**src/rtl/npc_pwm_pkg.sv**
```systemverilog
package npc_pwm_pkg;

  typedef enum logic [1:0] {
    LVL_NEG  = 2'd0,
    LVL_ZERO = 2'd1,
    LVL_POS  = 2'd2
  } lvl_e;

  // outer pair (S1 vs S3): S1 side wanted only at the positive level
  function automatic logic outer_hi(lvl_e l);
    return (l == LVL_POS);
  endfunction

  // inner pair (S2 vs S4): S2 side wanted unless at the negative level
  function automatic logic inner_hi(lvl_e l);
    return (l != LVL_NEG);
  endfunction

endpackage

```
**src/rtl/npc_tri_carrier.sv**
```systemverilog
module npc_tri_carrier #(
  parameter int HALF_CNT = 67500,
  parameter int CNTW     = $clog2(HALF_CNT + 1)
) (
  input  logic            clk,
  input  logic            rst,
  input  logic            en_i,
  output logic [CNTW-1:0] cnt_o,
  output logic            valley_o
);

  logic            rising;
  logic [CNTW-1:0] cnt;

  always_ff @(posedge clk) begin
    if (rst || !en_i) begin
      cnt    <= '0;
      rising <= 1'b1;
    end else if (rising) begin
      if (cnt == CNTW'(HALF_CNT - 1)) begin
        cnt    <= CNTW'(HALF_CNT);
        rising <= 1'b0;
      end else begin
        cnt <= cnt + 1'b1;
      end
    end else begin
      if (cnt == CNTW'(1)) begin
        cnt    <= '0;
        rising <= 1'b1;
      end else begin
        cnt <= cnt - 1'b1;
      end
    end
  end

  assign cnt_o    = cnt;
  assign valley_o = (cnt == '0);

endmodule

```
**src/rtl/npc_leg_cmp.sv**
```systemverilog
module npc_leg_cmp
  import npc_pwm_pkg::*;
#(
  parameter int HALF_CNT = 67500,
  parameter int REF_W    = 18,
  parameter int CNTW     = $clog2(HALF_CNT + 1)
) (
  input  logic                    clk,
  input  logic                    rst,
  input  logic                    en_i,
  input  logic                    valley_i,
  input  logic [CNTW-1:0]         cnt_i,
  input  logic signed [REF_W-1:0] ref_i,
  output lvl_e                    lvl_o
);

  localparam int CW = REF_W + 2;

  logic signed [REF_W-1:0] ref_q;
  logic signed [REF_W-1:0] ref_eff;
  logic signed [CW-1:0]    r_s;
  logic signed [CW-1:0]    up_s;
  logic signed [CW-1:0]    lo_s;
  lvl_e                    lvl_d;

  // the valley sample applies from the valley itself
  assign ref_eff = valley_i ? ref_i : ref_q;

  always_comb begin
    r_s  = CW'(ref_eff);
    up_s = CW'(cnt_i);
    lo_s = up_s - CW'(HALF_CNT);
    if (r_s > up_s)      lvl_d = LVL_POS;
    else if (r_s > lo_s) lvl_d = LVL_ZERO;
    else                 lvl_d = LVL_NEG;
  end

  always_ff @(posedge clk) begin
    if (rst) begin
      ref_q <= '0;
      lvl_o <= LVL_ZERO;
    end else if (!en_i) begin
      lvl_o <= LVL_ZERO;
    end else begin
      if (valley_i) ref_q <= ref_i;
      lvl_o <= lvl_d;
    end
  end

endmodule

```
**src/rtl/npc_pair_dt.sv**
```systemverilog
module npc_pair_dt #(
  parameter int DEAD_CNT = 5625,
  parameter int DW       = $clog2(DEAD_CNT + 1)
) (
  input  logic clk,
  input  logic rst,
  input  logic en_i,
  input  logic want_hi_i,
  output logic hi_o,
  output logic lo_o
);

  localparam logic [DW-1:0] DEAD = DW'(DEAD_CNT);

  logic          side;   // 1: high switch is the target
  logic [DW-1:0] run;    // cycles spent in the present phase

  always_ff @(posedge clk) begin
    if (rst) begin
      hi_o <= 1'b0;
      lo_o <= 1'b0;
      side <= 1'b0;
      run  <= '0;
    end else if (!en_i) begin
      hi_o <= 1'b0;
      lo_o <= 1'b0;
      side <= want_hi_i;
      run  <= '0;
    end else if (!(hi_o || lo_o)) begin
      // both off: wait out the dead time before turning the target on
      if (want_hi_i != side) begin
        side <= want_hi_i;
        run  <= DW'(1);
      end else if (run < DEAD) begin
        run <= run + 1'b1;
      end else begin
        hi_o <= side;
        lo_o <= ~side;
        run  <= DW'(1);
      end
    end else begin
      // one switch on: hold for the minimum width, then follow the target
      if ((want_hi_i != side) && (run >= DEAD)) begin
        hi_o <= 1'b0;
        lo_o <= 1'b0;
        side <= want_hi_i;
        run  <= DW'(1);
      end else if (run < DEAD) begin
        run <= run + 1'b1;
      end
    end
  end

endmodule

```
**src/rtl/npc_pdpwm_mod.sv**
```systemverilog
module npc_pdpwm_mod
  import npc_pwm_pkg::*;
#(
  parameter int PHASES   = 3,
  parameter int HALF_CNT = 67500,
  parameter int DEAD_CNT = 5625,
  parameter int REF_W    = 18
) (
  input  logic                      clk,
  input  logic                      rst,
  input  logic                      en_i,
  input  logic [PHASES*REF_W-1:0]   ref_i,
  output logic [4*PHASES-1:0]       gate_o,
  output logic                      period_start_o
);

  localparam int CNTW = $clog2(HALF_CNT + 1);

  logic [CNTW-1:0] car_cnt;
  logic            car_valley;

  npc_tri_carrier #(.HALF_CNT(HALF_CNT), .CNTW(CNTW)) carrier_i (
    .clk      (clk),
    .rst      (rst),
    .en_i     (en_i),
    .cnt_o    (car_cnt),
    .valley_o (car_valley)
  );

  always_ff @(posedge clk) begin
    if (rst) period_start_o <= 1'b0;
    else     period_start_o <= en_i && car_valley;
  end

  for (genvar p = 0; p < PHASES; p++) begin : g_leg
    lvl_e lvl;

    npc_leg_cmp #(.HALF_CNT(HALF_CNT), .REF_W(REF_W), .CNTW(CNTW)) cmp_i (
      .clk      (clk),
      .rst      (rst),
      .en_i     (en_i),
      .valley_i (car_valley),
      .cnt_i    (car_cnt),
      .ref_i    (ref_i[p*REF_W +: REF_W]),
      .lvl_o    (lvl)
    );

    npc_pair_dt #(.DEAD_CNT(DEAD_CNT)) outer_i (
      .clk       (clk),
      .rst       (rst),
      .en_i      (en_i),
      .want_hi_i (outer_hi(lvl)),
      .hi_o      (gate_o[4*p+0]),
      .lo_o      (gate_o[4*p+2])
    );

    npc_pair_dt #(.DEAD_CNT(DEAD_CNT)) inner_i (
      .clk       (clk),
      .rst       (rst),
      .en_i      (en_i),
      .want_hi_i (inner_hi(lvl)),
      .hi_o      (gate_o[4*p+1]),
      .lo_o      (gate_o[4*p+3])
    );
  end

endmodule

```
**config.mk**
```make
export PLATFORM = sky130hd
export DESIGN_NAME = npc_pdpwm_mod
export DESIGN_NICKNAME = d
export VERILOG_FILES = /design/src/rtl/npc_pwm_pkg.sv /design/src/rtl/npc_tri_carrier.sv /design/src/rtl/npc_leg_cmp.sv /design/src/rtl/npc_pair_dt.sv /design/src/rtl/npc_pdpwm_mod.sv
export SDC_FILE = /design/constraint.sdc
export NUM_CORES = 1
export LEC_CHECK = 0
export BUFFER_PORTS_ARGS = -buffer_cell sky130_fd_sc_hd__buf_2
export CAP_MARGIN = 25
export CORE_UTILIZATION = 56
export DETAILED_ROUTE_END_ITERATION = 8
export PLACE_DENSITY = 0.76
export SYNTH_ARGS = -nofsm -noshare
export SYNTH_HDL_FRONTEND = slang
export SYNTH_SLANG_ARGS = --single-unit
```
**constraint.sdc**
```tcl
create_clock -name clk -period 4.5 [get_ports clk]
set_clock_uncertainty 0.1 [all_clocks]
set_input_delay 0.9 -clock clk [delete_from_list [all_inputs] [get_ports clk]]
set_output_delay 0.9 -clock clk [all_outputs]
set_load 0.03 [all_outputs]
```
==> metrics.cfg <==
[setup_path]
crit_top_cell=ha_1
path_class=flip-flop to flip-flop
critical_path.max_stage_delay_ps=500
endpoint_kind=flip-flop
crit_path_max_fanout=29
slowest_stage=or3b_2
cp-start-kind=flip-flop
reg2reg_slack_ps=240
crit_path_cell_trace=inv_1 -> ha_1 -> or3b_2 -> nor4_4 -> buf_12 -> mux2_2 -> ha_1 -> nand2_1 -> or2_2 -> or3_1 -> o22a_1 -> a211o_1 -> a31oi_1 -> nor3_1
required_ps=4740
cp.arrival_ps=4500

[grt]
grt_pass1_vias=9502
track_usage=0.2891
overflow=0
antenna_found_initial=2
grt_max_degree=61
grt_pass1_wl_mm=46.51

[sta]
setup_slack_ps=238.3
hold_violations=0
setup_violations=0
relSlewSlack=0.3777
slew_violations=0
final.period_utilization=0.9470
worst_slew_pin_slew_ps=930.0
max_freq_ghz=0.2346
timing.final.crit_period_ps=4262
rsz0062_at_grt=no
tns_ps=0

[power]
pwr-share-clk=0.409
vdd_drop_max_uv=266.5
swShare=0.2876
p_leak_nw=4.996
power_frac_comb=0.154
intPower_w=0.002652
powerDensity_nw_per_um2=301.6
pwr-share-seq=0.437
p_sw_w=0.001071

[cts]
ctsResizeCount=0
cts.clk_slew.worst_paths_ps=70
clock-sinks=175
postCtsHoldBufs=0
cts_tree=yes
clock_latency_ps=440
clk_path_buf_depth=2
htree_levels=4
cts_buffers=17
cts-root-buf=clkbuf_16
cts_setup_buffers=0

[drt]
drc=0
vias_per_cell=5.942
drt-wirelength-per-cell_um=16.82
first_iter_violations=747
wl_mm=28.68
drt-pass1-iter-count=5
vias=10130
ant_nets=0

[floorplanning]
die_h_um=142.9
die_w_um=142.9
fp-row-count=51
die_area_sq_um=20410
pin_count=70
coreArea_sq_um=19460
initial_utilization=0.5709

[logic_synthesis]
async_flop_share=0
yosys-top-cells-area=dfxtp_1, ha_1, nand2_1
ys.warnings.count=0
synthTopCellsByCount=dfxtp_1, nand2_1, nor2_1
synth_top_cell_by_area=dfxtp_1
synth_edf_count=0
synth_ff_type=dfxtp_1
synth.distinct_cells=64
netlist_area_sq_um=11110
yosysSeqAreaShare=0.3153
syn_inst=1375
syn_area_per_cell_sq_um=8.080
yosys_register_bits=175
synth_fp_nets=1548
yosysTopAreaCellShare=0.3153

[placement]
hpwl_mm=20.72
place_ws_ps=377.5
place_congestion=0.9329
io_buffers=69

[outcome]
status=completed

[final_layout]
nFillCells=1676
final_nets=1598
final_util=0.6343
drive_gt1_frac=0.1300
syn_to_final_growth_pct=11.10

[run]
max_cap_viol_count=0

[min_path]
hp-class=flip-flop to flip-flop

cell usage in the layout (no fill, tap or decap), types with 38 or more instances in the layout:
cell,netlist,final
dfxtp_1,175,175
ha_1,116,116
inv_1,47,47
o21ai_0,38,38
xor2_1,52,52
a21oi_1,128,128
nand2_1,175,175
nand3_1,55,54
nor2_1,168,168
buf_2,1,70
mux2_2,49,49
stage by stage:
stage | instance area, sq um | instances | hold slack (ps) | total power [W]
6_report | 12340 | 1705 | 351.0 | 0.003723
5_1_grt | 12340 | 1705 | 377.6 | 0.003885
4_1_cts | 12340 | 1703 | 352.8 | 0.003738
3_3_place_gp | 11710 | 1667 | 335.6 | 0.002199
3_5_place_dp | 11730 | 1671 | 342.4 | 0.002218
2_1_floorplan | 11110 | 1375 | 329.4 | 0.002049
cells by family after synthesis:
| family | synth area share |
|---|---|
| muxes | 0.05822 |
| and+or+nand+nor | 0.2324 |
| DFF | 0.3153 |
| xor gates and xnor gates | 0.06622 |
| AOI/OAI and AO/OA | 0.1559 |
| adders and majority gates | 0.1306 |
| buffers and inverters | 0.04133 |
path summary, 6_finish.rpt:
kind	cells past startpoint	startpoint	end
worst max-delay path	14	carrier_i.cnt_o[1]	g_leg[2].cmp_i.lvl_o[0]
worst min-delay path	2	g_leg[1].cmp_i.ref_q[13]	g_leg[1].cmp_i.ref_q[13]
worst max register to register	14	carrier_i.cnt_o[1]	g_leg[2].cmp_i.lvl_o[0]
worst min register to register	2	g_leg[1].cmp_i.ref_q[13]	g_leg[1].cmp_i.ref_q[13]
worst max-delay path, delay by kind of cell (launching register included):
family          cells  cell delay, ps
compound gates      3             610
fa+ha+maj           2             520
buf+inv             2             370
flops               1             390
mux                 1             380
simple gates        6            1770
cell type report:
cell class	instances	area, sq um	area share
clock buffer	18	439.2	0.03558
multi-input combinational	1090	7154	0.5796
tap	265	331.6	0.02686
antenna	2	5.005	0.0004054
inverter	47	176.4	0.01429
clock inverter	14	166.4	0.01348
sequential	175	3503	0.2838
timing repair buffer	94	568.0	0.04602
registers in the layout, indices dropped and copies added, names as in the netlist, named ones only:
register,flops
g_leg.cmp_i.ref_q,51
g_leg.outer_i.side,3
g_leg.inner_i.side,3
period_start_o,1
g_leg.inner_i.lo_o,3
g_leg.inner_i.hi_o,3
carrier_i.cnt_o,17
g_leg.inner_i.run,39
g_leg.outer_i.run,39
g_leg.outer_i.lo_o,3
carrier_i.rising,1
g_leg.outer_i.hi_o,3
g_leg.cmp_i.lvl_o,6
power by group through the flow:
stage,registers (W),logic (W),clock network [W]
3_3_place_gp,0.00166,0.000541,0
3_5_place_dp,0.00166,0.000558,0
2_1_floorplan,0.00165,0.000396,0
6_report,0.00163,0.000574,0.00152
4_1_cts,0.00162,0.000565,0.00155
5_1_grt,0.00163,0.000636,0.00162
metal layers:
layer / GRT usage / vias up / routed length [um]
li1: - / 4971 / -
met1: 0.3614 / 4709 / 12650
met2: 0.4752 / 363 / 13050
met3: 0.05433 / 88 / 1873
met4: 0.1454 / 0 / 1110
met5: 0 / - / 0
Power figures use the tool's default switching activity.
